$ cat config.mk
export PLATFORM = sky130hd
export DESIGN_NAME = i2c_regwr_target
export DESIGN_NICKNAME = d
export VERILOG_FILES = /design/src/rtl/i2c_tgt_pkg.sv /design/src/rtl/i2c_tgt_sync.sv /design/src/rtl/i2c_tgt_regfile.sv /design/src/rtl/i2c_tgt_fsm.sv /design/src/rtl/i2c_regwr_target.sv
export SDC_FILE = /design/constraint.sdc
export NUM_CORES = 1
export LEC_CHECK = 0
export CAP_MARGIN = 20
export CORE_MARGIN = 3
export CORE_UTILIZATION = 52
export CTS_CLUSTER_DIAMETER = 80
export CTS_CLUSTER_SIZE = 10
export DETAILED_ROUTE_END_ITERATION = 8
export PLACE_DENSITY_LB_ADDON = 0.12
export SETUP_SLACK_MARGIN = 0.3
export SYNTH_ARGS = -nofsm -noshare
export SYNTH_HDL_FRONTEND = slang
export SYNTH_SLANG_ARGS = --single-unit
export TNS_END_PERCENT = 20
$ cat constraint.sdc
create_clock -name clk -period 10.2 [get_ports clk]
set_input_delay 1.02 -clock clk [delete_from_list [all_inputs] [get_ports clk]]
set_output_delay 1.02 -clock clk [all_outputs]
set_load 0.005 [all_outputs]
$ cat src/rtl/i2c_tgt_pkg.sv
`timescale 1ns/1ps
package i2c_tgt_pkg;
  localparam int BYTE_W = 8;

  typedef enum logic [3:0] {
    ST_IDLE,
    ST_ADDR,
    ST_ADDR_ACK,
    ST_SUB,
    ST_SUB_ACK,
    ST_WDAT,
    ST_WDAT_ACK,
    ST_RDAT,
    ST_RDAT_ACK,
    ST_PARK
  } tgt_state_e;
endpackage

$ cat src/rtl/i2c_tgt_sync.sv
`timescale 1ns/1ps
module i2c_tgt_sync #(
  parameter int STAGES = 2
) (
  input  logic clk,
  input  logic rst_n,
  input  logic scl_i,
  input  logic sda_i,
  output logic scl_s,
  output logic sda_s,
  output logic scl_rise,
  output logic scl_fall,
  output logic start_det,
  output logic stop_det
);
  logic [STAGES:0] scl_pipe;
  logic [STAGES:0] sda_pipe;
  logic            scl_q;
  logic            sda_q;

  // bus idles high, so the pipes reset to ones
  always_ff @(posedge clk or negedge rst_n) begin
    if (!rst_n) begin
      scl_pipe <= '1;
      sda_pipe <= '1;
    end else begin
      scl_pipe <= {scl_pipe[STAGES-1:0], scl_i};
      sda_pipe <= {sda_pipe[STAGES-1:0], sda_i};
    end
  end

  assign scl_s     = scl_pipe[STAGES-1];
  assign scl_q     = scl_pipe[STAGES];
  assign sda_s     = sda_pipe[STAGES-1];
  assign sda_q     = sda_pipe[STAGES];
  assign scl_rise  = scl_s & ~scl_q;
  assign scl_fall  = ~scl_s & scl_q;
  assign start_det = scl_s & scl_q & sda_q & ~sda_s;
  assign stop_det  = scl_s & scl_q & ~sda_q & sda_s;
endmodule

$ cat src/rtl/i2c_tgt_regfile.sv
`timescale 1ns/1ps
module i2c_tgt_regfile #(
  parameter int AW = 4,
  parameter int DW = 8
) (
  input  logic          clk,
  input  logic          rst_n,
  input  logic          we,
  input  logic [AW-1:0] waddr,
  input  logic [DW-1:0] wdata,
  input  logic [AW-1:0] raddr,
  output logic [DW-1:0] rdata
);
  localparam int DEPTH = 1 << AW;

  logic [DW-1:0] mem_q [DEPTH];

  always_ff @(posedge clk or negedge rst_n) begin
    if (!rst_n) begin
      for (int i = 0; i < DEPTH; i++) mem_q[i] <= '0;
    end else if (we) begin
      mem_q[waddr] <= wdata;
    end
  end

  assign rdata = mem_q[raddr];
endmodule

$ cat src/rtl/i2c_tgt_fsm.sv
`timescale 1ns/1ps
module i2c_tgt_fsm
  import i2c_tgt_pkg::*;
#(
  parameter logic [5:0] ADDR_HI = 6'b101110
) (
  input  logic              clk,
  input  logic              rst_n,
  input  logic              scl_s,
  input  logic              sda_s,
  input  logic              scl_rise,
  input  logic              scl_fall,
  input  logic              start_det,
  input  logic              stop_det,
  input  logic              strap,
  input  logic              busy,
  input  logic              accept,
  input  logic [BYTE_W-1:0] rd_data,
  output logic              scl_oe,
  output logic              sda_oe,
  output logic              wr_stb,
  output logic [BYTE_W-1:0] wr_addr,
  output logic [BYTE_W-1:0] wr_data
);
  localparam int CW = $clog2(BYTE_W + 1);

  tgt_state_e        state_q, state_d;
  logic [CW-1:0]     cnt_q, cnt_d;
  logic [BYTE_W-1:0] sr_q, sr_d;
  logic [BYTE_W-1:0] tx_q, tx_d;
  logic [BYTE_W-1:0] sub_q, sub_d;
  logic [BYTE_W-1:0] wdat_q, wdat_d;
  logic              launch_q, launch_d;
  logic              ack_q, ack_d;
  logic              mack_q, mack_d;
  logic              stb_q, stb_d;
  logic              in_ack;
  logic              addr_match;
  logic              ack_ok;

  assign in_ack     = (state_q == ST_ADDR_ACK) || (state_q == ST_SUB_ACK) ||
                      (state_q == ST_WDAT_ACK);
  assign addr_match = (sr_q[BYTE_W-1:1] == {ADDR_HI, strap});

  always_comb begin
    unique case (state_q)
      ST_ADDR_ACK: ack_ok = addr_match;
      ST_WDAT_ACK: ack_ok = accept;
      default:     ack_ok = 1'b1;
    endcase
  end

  always_comb begin
    state_d  = state_q;
    cnt_d    = cnt_q;
    sr_d     = sr_q;
    tx_d     = tx_q;
    sub_d    = sub_q;
    wdat_d   = wdat_q;
    launch_d = launch_q;
    ack_d    = ack_q;
    mack_d   = mack_q;
    stb_d    = 1'b0;
    if (stop_det) begin
      state_d = ST_IDLE;
      ack_d   = 1'b0;
      cnt_d   = '0;
    end else if (start_det) begin
      state_d = ST_ADDR;
      ack_d   = 1'b0;
      cnt_d   = '0;
    end else begin
      unique case (state_q)
        ST_ADDR, ST_SUB, ST_WDAT: begin
          if (scl_rise) begin
            sr_d  = {sr_q[BYTE_W-2:0], sda_s};
            cnt_d = cnt_q + 1'b1;
          end else if (scl_fall && (cnt_q == CW'(BYTE_W))) begin
            cnt_d    = '0;
            launch_d = 1'b0;
            if (state_q == ST_ADDR)     state_d = ST_ADDR_ACK;
            else if (state_q == ST_SUB) state_d = ST_SUB_ACK;
            else                        state_d = ST_WDAT_ACK;
          end
        end
        ST_ADDR_ACK, ST_SUB_ACK, ST_WDAT_ACK: begin
          if (!launch_q) begin
            if (!busy) begin
              launch_d = 1'b1;
              ack_d    = ack_ok;
            end
          end else if (scl_fall) begin
            ack_d = 1'b0;
            if (state_q == ST_ADDR_ACK) begin
              if (!ack_q) begin
                state_d = ST_PARK;
              end else if (sr_q[0]) begin
                state_d = ST_RDAT;
                tx_d    = rd_data;
                cnt_d   = '0;
              end else begin
                state_d = ST_SUB;
              end
            end else if (state_q == ST_SUB_ACK) begin
              sub_d   = sr_q;
              state_d = ST_WDAT;
            end else if (ack_q) begin
              stb_d   = 1'b1;
              wdat_d  = sr_q;
              state_d = ST_WDAT;
            end else begin
              state_d = ST_PARK;
            end
          end
        end
        ST_RDAT: begin
          if (scl_fall) begin
            if (cnt_q == CW'(BYTE_W - 1)) begin
              state_d = ST_RDAT_ACK;
              cnt_d   = '0;
            end else begin
              tx_d  = {tx_q[BYTE_W-2:0], 1'b0};
              cnt_d = cnt_q + 1'b1;
            end
          end
        end
        ST_RDAT_ACK: begin
          if (scl_rise) begin
            mack_d = ~sda_s;
          end else if (scl_fall) begin
            if (mack_q) begin
              state_d = ST_RDAT;
              tx_d    = rd_data;
            end else begin
              state_d = ST_PARK;
            end
          end
        end
        default: ;
      endcase
    end
  end

  always_ff @(posedge clk or negedge rst_n) begin
    if (!rst_n) begin
      state_q  <= ST_IDLE;
      cnt_q    <= '0;
      sr_q     <= '0;
      tx_q     <= '0;
      sub_q    <= '0;
      wdat_q   <= '0;
      launch_q <= 1'b0;
      ack_q    <= 1'b0;
      mack_q   <= 1'b0;
      stb_q    <= 1'b0;
    end else begin
      state_q  <= state_d;
      cnt_q    <= cnt_d;
      sr_q     <= sr_d;
      tx_q     <= tx_d;
      sub_q    <= sub_d;
      wdat_q   <= wdat_d;
      launch_q <= launch_d;
      ack_q    <= ack_d;
      mack_q   <= mack_d;
      stb_q    <= stb_d;
    end
  end

  // SCL is held from the start of each acknowledge bit until its decision is launched
  assign scl_oe  = in_ack && !launch_q;
  assign sda_oe  = (state_q == ST_RDAT) ? ~tx_q[BYTE_W-1] : ack_q;
  assign wr_stb  = stb_q;
  assign wr_addr = sub_q;
  assign wr_data = wdat_q;

  p_stb_pulse_r4: assert property (@(posedge clk) disable iff (!rst_n)
    wr_stb |=> !wr_stb);

  p_stb_from_ack_r9: assert property (@(posedge clk) disable iff (!rst_n)
    wr_stb |-> ($past(state_q) == ST_WDAT_ACK));

  p_sda_still_r10: assert property (@(posedge clk) disable iff (!rst_n)
    (scl_s && $past(scl_s)) |-> $stable(sda_oe));

  p_hold_low_r8: assert property (@(posedge clk) disable iff (!rst_n)
    scl_oe |-> !scl_s);

  p_no_ack_mismatch_r3: assert property (@(posedge clk) disable iff (!rst_n)
    (state_q == ST_ADDR_ACK && launch_q && !addr_match) |-> !sda_oe);
endmodule

$ cat src/rtl/i2c_regwr_target.sv
`timescale 1ns/1ps
module i2c_regwr_target
  import i2c_tgt_pkg::*;
#(
  parameter int         RAW         = 4,
  parameter int         SYNC_STAGES = 2,
  parameter logic [5:0] ADDR_HI     = 6'b101110
) (
  input  logic       clk,
  input  logic       rst_n,
  input  logic       addr_strap,
  input  logic       busy,
  input  logic       accept,
  input  logic       scl_i,
  input  logic       sda_i,
  output logic       scl_oe,
  output logic       sda_oe,
  output logic       wr_stb,
  output logic [7:0] wr_addr,
  output logic [7:0] wr_data
);
  logic [1:0]        rst_pipe;
  logic              rst_n_int;
  logic              scl_s, sda_s, scl_rise, scl_fall, start_det, stop_det;
  logic [BYTE_W-1:0] rd_data;

  // asynchronous assertion, synchronous release
  always_ff @(posedge clk or negedge rst_n) begin
    if (!rst_n) rst_pipe <= '0;
    else        rst_pipe <= {rst_pipe[0], 1'b1};
  end
  assign rst_n_int = rst_pipe[1];

  i2c_tgt_sync #(.STAGES(SYNC_STAGES)) u_sync (
    .clk       (clk),
    .rst_n     (rst_n_int),
    .scl_i     (scl_i),
    .sda_i     (sda_i),
    .scl_s     (scl_s),
    .sda_s     (sda_s),
    .scl_rise  (scl_rise),
    .scl_fall  (scl_fall),
    .start_det (start_det),
    .stop_det  (stop_det)
  );

  i2c_tgt_fsm #(.ADDR_HI(ADDR_HI)) u_fsm (
    .clk       (clk),
    .rst_n     (rst_n_int),
    .scl_s     (scl_s),
    .sda_s     (sda_s),
    .scl_rise  (scl_rise),
    .scl_fall  (scl_fall),
    .start_det (start_det),
    .stop_det  (stop_det),
    .strap     (addr_strap),
    .busy      (busy),
    .accept    (accept),
    .rd_data   (rd_data),
    .scl_oe    (scl_oe),
    .sda_oe    (sda_oe),
    .wr_stb    (wr_stb),
    .wr_addr   (wr_addr),
    .wr_data   (wr_data)
  );

  i2c_tgt_regfile #(.AW(RAW), .DW(BYTE_W)) u_regs (
    .clk   (clk),
    .rst_n (rst_n_int),
    .we    (wr_stb),
    .waddr (wr_addr[RAW-1:0]),
    .wdata (wr_data),
    .raddr (wr_addr[RAW-1:0]),
    .rdata (rd_data)
  );
endmodule

==> results of run 1 <==
cells in the mapped netlist (9+ instances only):
library cell  instances
dfrtp_1             174
a211oi_1              9
nor2_1               20
clkbuf_1             15
o22ai_1               9
mux4_2               25
mux2_2              153
a21oi_1              17
nand2_1              18
mux2i_1              16
logic make-up after synthesis:
logic type               after synthesis  share of synthesized area, %
AND/OR/NAND/NOR                       97                          7.03
other                                  1                        0.0444
AO/OA/AOI/OAI                         74                          6.06
XOR/XNOR                               3                         0.311
multiplexers                         202                          30.4
flip-flops                           180                          53.5
buffers and inverters                 39                          2.37
adder cells (fa/ha/maj)                2                         0.297
stage by stage:
stage          utilization [%]  worst slack [ns]  cells  instance area, sq um  hold slack [ns]
6_report                  60.7              6.42    839                  9430            0.247
5_1_grt                   60.7              6.19    839                  9430            0.287
4_1_cts                   60.5              6.40    838                  9400            0.261
3_5_place_dp              56.7              6.85    806                  8810            0.253
3_3_place_gp              56.7              6.90    806                  8810            0.246
2_1_floorplan                -              4.82    598                  8440            0.331
report_power, final:
part | internal [uW] | switching (uW) | total (uW)
Clock | 376 | 275 | 651
Sequential | 760 | 110 | 870
Combinational | 184 | 190 | 374
how the worst max path moves through the flow:
stage	start	endpoint	slack [ns]	depth (start not counted)
final	u_fsm.state_q[0]	sda_oe	6.42	4
after global routing	u_fsm.state_q[0]	sda_oe	6.19	4
after CTS	u_fsm.state_q[0]	sda_oe	6.40	4
after detailed placement	u_fsm.state_q[0]	sda_oe	6.85	4
after global placement	u_fsm.state_q[0]	sda_oe	6.90	4
after floorplan	rst_pipe[1]	u_fsm.ack_q	4.82	0
cell type report:
class / instances / area [sq um]
clock buffer: 22 / 464
clock inverter: 10 / 123
fill: 1216 / 6110
inverter: 7 / 26.3
multi-input combinational: 379 / 3730
sequential: 180 / 4520
tap: 211 / 264
timing repair buffer: 30 / 308
cells in the final DEF (no fill, tap or decap), types with 9 or more instances in the layout:
cell             instances
dfrtp_1                172
nand2_1                 18
mux2_2                 153
o22ai_1                  9
mux4_2                  25
clkdlybuf4s50_1         25
clkbuf_16               17
a211oi_1                 9
mux2i_1                 16
a21oi_1                 17
nor2_1                  20
registers in the layout (all words and copies together), names as in the netlist:
signal	flops
u_fsm.tx_q	8
u_sync.scl_pipe	3
u_fsm.cnt_q	4
u_regs.mem_q	128
u_fsm.wr_data	8
u_fsm.ack_q	1
u_sync.sda_pipe	3
u_fsm.wr_addr	8
u_fsm.mack_q	1
rst_pipe	2
u_fsm.state_q	4
u_fsm.sr_q	8
u_fsm.launch_q	1
u_fsm.wr_stb	1
layer usage:
layer / global-route usage, % / up-vias / part of all wire (%)
li1: - / 2267 / -
met4: 4.97 / 0 / 0.92
met5: 0 / - / 0
met3: 4.27 / 12 / 2.7
met1: 31.7 / 2689 / 48
met2: 34.1 / 88 / 48
==> run metrics, run 1 <==
outcome=finished clean; buffers inserted by post-CTS timing repair=0; Die Area=0.0178 sq mm; R2R Path Start=u_fsm.wr_addr[0]; biggest cell delay along the critical path=0.68 ns; EDFF count, synth=0; Mapped Area=0.00844 sq mm; asr flop ratio synth=100%; I/O pin total=26; Setup-failing EPs final=0; critical path endpoint category=output port; Slowest-stage cell, CP=nor2b_1; fraction of layout cells with a size suffix above 1=39.2%; slew of the pin with the lowest slew margin=0.876 ns; crit path DAT=2.76 ns; final hold vios=0; Synth warnings=0; CTS clk-pin slew, worst paths=0.07 ns; total power=1890 uW; Pwr Density=201 mW/mm^2; Pleak=0.00433 uW; reg2reg end=u_fsm.tx_q[7]; First-pass DRT Iterations=4; initial DRC count=314; Initial Util=54.3%; hold crit path type=flip-flop to asynchronous set/reset pin; VDD IR max=0.155 mV; min cycle time layout=3.78 ns; vias post-DR=5056; CP required=9.18 ns; crit path kind=flip-flop to output port; die span in y=133 um; CTS Hold Buffers Added=0; DRC viols=0; global-route wire length before repair=29900 um; layout net count=624; Mean Syn Cell Area=14.1 sq um; row cnt=45; drt wl/cell=22.1 um; synthesized flop and latch total=180; RSZ-0062 raised after global routing=false; Yosys top cell by area=dfrtp_1; initial antenna violation count=0; CP Max Fanout=14; WP buf/inv=1; Pins Over Slew Limit=0; final WL=18600 um; TritonCTS buffer count=17; Tcrit/Tclk final=37.0%; IO Port Bufs=25; later-pin clock latency in the skew report=0.42 ns; Fmax achieved=265 MHz; Synth top area share=51.6%; CTS tree=yes; routed vias/inst=6.03; Antenna Violating Nets Remaining=0; post-cts resize count=0; max-cap viol count=0; CP Cell Sequence=nor2b_1 > nand3_4 > o21ai_0 > clkdlybuf4s50_1; total global routing track utilization=21.7%; setup TNS=0 ns; TritonCTS Sinks=180; Setup crit start kind=flip-flop; chip width=133 um; antenna cells=0; Yosys cell types=71; Root Buffer=clkbuf_16; Reg2Reg Setup Slack=7.41 ns; Synth area leaders=dfrtp_1, mux2_2, mux4_2; Syn Nets=607; vias in the first global route=5226; cells on worst reg2reg path=5; Core Region=0.0155 sq mm; Synth Instances=598; Crit path max-delay family=simple AND/OR/NAND/NOR gates; hpwl dp=12100 um; largest net degree at the start of global routing=83; GP Congestion=0.882; sequential share of the synthesized area=53.5%; Slew HR=41.6%; H-tree depth=4; grt ovf=0; Clock Skew=0.00918 ns; ys flop type=dfrtp_1; Max Buffers Root-to-Sink=2; Layout area overhead=11.7%
(Power assumes the default switching activity.)
==> run 2: changes to the inputs <==
==> constraint.sdc (replaced) <==
create_clock -name clk -period 3.1 [get_ports clk]
set_input_delay 0.31 -clock clk [delete_from_list [all_inputs] [get_ports clk]]
set_output_delay 0.31 -clock clk [all_outputs]
set_load 0.005 [all_outputs]
==> run metrics, run 2 (synthesized netlist as in run 1, its figures left out) <==
Slowest-stage cell, CP=dfrtp_4; RSZ-0062 raised after global routing=false; total global routing track utilization=22.7%; pre-CTS setup slack=0.167 ns; most common cell after layout, fill and taps aside=dfrtp_1; CP Cell Sequence=buf_4 > mux2i_1 > o22ai_1 > a211oi_1 > a21oi_1 > mux2_4; First-pass DRT Iterations=5; Antenna Violating Nets Remaining=0; Pwr Density=657 mW/mm^2; Setup WS post-layout=0.429 ns; Min Hold Slack=0.0370 ns; Setup crit start kind=flip-flop; Initial Util=54.3%; Tcrit/Tclk final=86.2%; antenna cells=0; later-pin clock latency in the skew report=0.43 ns; final hold vios=0; cells on worst reg2reg path=6; final WL=19300 um; Max Buffers Root-to-Sink=2; min cycle time layout=2.67 ns; CTS Hold Buffers Added=0; register area=0.00452 sq mm; max-cap viol count=0; CTS tree=yes; fin util=61.1%; initial DRC count=369; Core Region=0.0155 sq mm; TritonCTS Sinks=180; Pins Over Slew Limit=0; commonest cells after routing, fill and taps aside=dfrtp_1, mux2_2, mux4_2, clkdlybuf4s50_1, nor2_1; chip width=133 um; Layout area overhead=12.5%; CP required=3.40 ns; CTS clk-pin slew, worst paths=0.08 ns; vias in the first global route=5439; DRC viols=0; slew of the pin with the lowest slew margin=0.987 ns; IO Port Bufs=25; fraction of layout cells with a size suffix above 1=41.0%; setup TNS=0 ns; Filler Cells Inserted=1255; layout net count=637; routed vias/inst=6.16; CP Max Fanout=32; drt wl/cell=22.6 um; Root Buffer=clkbuf_16; Slew HR=34.2%; grt ovf=0; crit path kind=flip-flop to flip-flop; WP buf/inv=1; Fmax achieved=374 MHz; Setup-failing EPs final=0; hold crit path type=input pin to asynchronous set/reset pin; vias post-DR=5252; die span in y=133 um; Die Area=0.0178 sq mm; Crit path max-delay family=flip-flops; H-tree depth=4; hpwl dp=12200 um; Crit path depth=6; global-route wire length before repair=31100 um; Pleak=0.00439 uW; outcome=finished clean; I/O pin total=26; crit path DAT=2.98 ns; Clock Skew=0.0138 ns; area of the multi-input gates=0.00373 sq mm; biggest cell delay along the critical path=0.84 ns; Top reg by flops=u_regs.mem_q; TritonCTS buffer count=17; largest net degree at the start of global routing=179; initial antenna violation count=0; VDD IR max=0.420 mV; row cnt=45; flip-flop count of the largest register after layout=128; critical path endpoint category=flip-flop; GP Congestion=0.862
[run 2: cell types whose count changed in the layout (fill, tap and decap cells not counted), sizes merged]
cell      change
buf          +13
inv           +6
clkbuf        -3
bufinv        -2
clkinvlp      -1
[run 2: per-stage QoR]
| step | total power, uW | std cells | area, sq um |
|---|---|---|---|
| after floorplan | 3820 | 598 | 8440 |
| after global placement | 4190 | 820 | 8930 |
| after detailed placement | 4230 | 820 | 8930 |
| after CTS | 6280 | 852 | 9490 |
| after global routing | 6550 | 852 | 9490 |
| final | 6240 | 852 | 9490 |
[run 2: worst paths after layout]
check                                        start            endpoint  slack, ns
worst min-delay path                         rst_n         rst_pipe[1]       0.04
worst min register to register  u_sync.sda_pipe[0]  u_sync.sda_pipe[1]       0.36
min in group clk                             scl_i  u_sync.scl_pipe[0]       0.28
max in group asynchronous              rst_pipe[1]    u_fsm.wr_addr[0]       1.86
worst max-delay path              u_fsm.wr_addr[0]       u_fsm.tx_q[2]       0.43
worst max register to register    u_fsm.wr_addr[0]       u_fsm.tx_q[2]       0.43
[run 2: power breakdown]
part           switching (uW)  total [uW]  internal (uW)
clock network             965        2040           1080
logic                     636        1280            641
registers                 415        2920           2500
total                    2020        6240           4220
[run 2: layer usage]
metal  track usage, %  wire [um]  share of wire, %
met5                0          0                 0
met2             35.2       9230                48
met1             33.1       8980                47
met4             6.57        299               1.6
met3             4.34        777               4.0
[run 2: layout make-up]
| cell class | instances | area share [%] |
|---|---|---|
| clock buffers | 19 | 4.67 |
| clock inverters | 13 | 1.20 |
| inverters | 7 | 0.277 |
| multi-input cells | 379 | 39.3 |
| flip-flops and latches | 180 | 47.6 |
| well taps | 211 | 2.78 |
| repair buffers | 43 | 4.19 |
[run 2: worst reg2reg max path, delay by kind of cell (launching register included)]
family          cells  cell delay [ns]
mux                 2             0.54
flops               1             0.84
compound gates      3             0.77
buf+inv             1             0.40
[run 2: timing repair]
action	CTS	global route
resized for setup	1	2
setup endpoints to repair	6	1
setup buffers	0	0
==> run 3: changes to the inputs <==
--- a/config.mk
+++ b/config.mk
@@ -6,8 +6,10 @@
 export NUM_CORES = 1
 export LEC_CHECK = 0
 export CAP_MARGIN = 20
+export CELL_PAD_IN_SITES_DETAIL_PLACEMENT = 1
+export CELL_PAD_IN_SITES_GLOBAL_PLACEMENT = 2
 export CORE_MARGIN = 3
-export CORE_UTILIZATION = 52
+export CORE_UTILIZATION = 40
 export CTS_CLUSTER_DIAMETER = 80
 export CTS_CLUSTER_SIZE = 10
 export DETAILED_ROUTE_END_ITERATION = 8
==> run metrics, run 3 (synthesized netlist as in run 1, its figures left out) <==
outcome=finished clean; Setup-failing EPs final=0; Comb power frac=20.5%; Max Buffers Root-to-Sink=2; drt wl/cell=23.3 um; max-cap viol count=0; crit path DAT=2.96 ns; setup TNS=0 ns; total global routing track utilization=20.1%; GP Congestion=0.795; vias in the first global route=5764; Pwr Density=660 mW/mm^2; Slew HR=43.4%; CTS Hold Buffers Added=0; fraction of layout cells with a size suffix above 1=41.5%; Psw=2120 uW; Root Buffer=clkbuf_16; power share of the clock group=33.8%; Min Hold Slack=0.0284 ns; TritonCTS buffer count=17; First-pass DRT Iterations=4; CTS clk-pin slew, worst paths=0.08 ns; global-route wire length before repair=34600 um; Setup crit start kind=flip-flop; Pleak=0.00442 uW; most common cell after layout, fill and taps aside=dfrtp_1; grt ovf=0; antenna cells=0; vias post-DR=5143; VDD IR max=0.510 mV; IO Port Bufs=25; crit path kind=flip-flop to flip-flop; final WL=21300 um; commonest cells after routing, fill and taps aside=dfrtp_1, mux2_2, mux4_2, clkdlybuf4s50_1, nor2_1; flip-flop count of the largest register after layout=128; Core Region=0.0205 sq mm; Fmax achieved=378 MHz; min cycle time layout=2.65 ns; later-pin clock latency in the skew report=0.43 ns; die span in y=151 um; hpwl dp=14700 um; routed vias/inst=5.63; CTS tree=yes; DRC viols=0; Die Area=0.0229 sq mm; P_int=4240 uW; critical path endpoint category=flip-flop; CP required=3.41 ns; Tcrit/Tclk final=85.4%; Flop pwr share=45.7%; final hold vios=0; Layout area overhead=14.2%; buffers inserted by post-CTS timing repair=0; RSZ-0062 raised after global routing=true; H-tree depth=4; layout net count=639; Sw Share=33.3%; chip width=151 um; initial DRC count=280; TritonCTS Sinks=180; Antenna Violating Nets Remaining=0; row cnt=52; Clock Skew=0.0169 ns; initial antenna violation count=0; Pins Over Slew Limit=0; hold crit path type=input pin to asynchronous set/reset pin; CP Max Fanout=19; I/O pin total=26; largest net degree at the start of global routing=60; slew of the pin with the lowest slew margin=0.848 ns; post-cts resize count=1; Top reg by flops=u_regs.mem_q; Initial Util=41.2%
## run 3: cell types whose count changed in the layout (fill, tap and decap cells not counted)
cell	delta
dfrtp_2	+2
dfrtp_1	-1
dfrtp_4	-1
inv_8	+3
clkinv_8	+5
clkbuf_1	-1
inv_6	-2
buf_12	+1
clkinv_4	-3
clkinvlp_4	-1
buf_4	+1
clkbuf_8	-1
## run 3: worst paths after layout
path / from / to / slack, ns / cells after the start
worst max-delay path: u_fsm.wr_addr[0] / u_fsm.tx_q[1] / 0.45 / 5
worst min-delay path: rst_n / rst_pipe[1] / 0.03 / 1
worst max register to register: u_fsm.wr_addr[0] / u_fsm.tx_q[1] / 0.45 / 5
worst min register to register: rst_pipe[0] / rst_pipe[1] / 0.36 / 0
max in group asynchronous: rst_pipe[1] / u_regs.mem_q[53] / 1.86 / 1
min in group clk: scl_i / u_sync.scl_pipe[0] / 0.28 / 1
## run 3: worst max-delay path: stages (launching register included)
cell      delay [ns]
dfrtp_2         0.65
buf_4           0.41
mux4_2          0.55
a211oi_1        0.46
a21oi_1         0.16
mux2_4          0.29
## run 3: per-stage QoR
stage	instance area, sq um	power [uW]	utilization, %	std cells	setup WS [ns]
after CTS	9640	6450	47.0	913	0.317
final	9640	6360	47.0	913	0.452
after global routing	9640	6720	47.0	913	0.286
after detailed placement	9030	4270	44.1	881	0.361
after global placement	9030	4240	44.1	881	0.338
after floorplan	8440	3820	-	598	1.08
## run 3: layout make-up
type	instances	area [sq um]
fillers	2020	10900
flip-flops and latches	180	4520
multi-input cells	379	3730
clock buffers	17	425
repair buffers	45	425
well taps	270	338
clock inverters	15	178
inverters	7	26.3
## run 3: power by group through the flow
| stage | sequential [uW] | combinational, uW | clock, uW |
|---|---|---|---|
| after floorplan | 2680 | 1140 | 0 |
| after global placement | 2940 | 1300 | 0 |
| after detailed placement | 2950 | 1320 | 0 |
| after CTS | 2910 | 1330 | 2220 |
| after global routing | 2950 | 1430 | 2330 |
| final | 2910 | 1310 | 2150 |
## run 3: routing by layer
| metal | up-vias | share of wire (%) | global-route usage [%] |
|---|---|---|---|
| met3 | 18 | 2.0 | 2.99 |
| li1 | 2294 | - | - |
| met5 | - | 0 | 0 |
| met2 | 56 | 51 | 33.7 |
| met1 | 2775 | 46 | 27.4 |
| met4 | 0 | 1.3 | 5.62 |
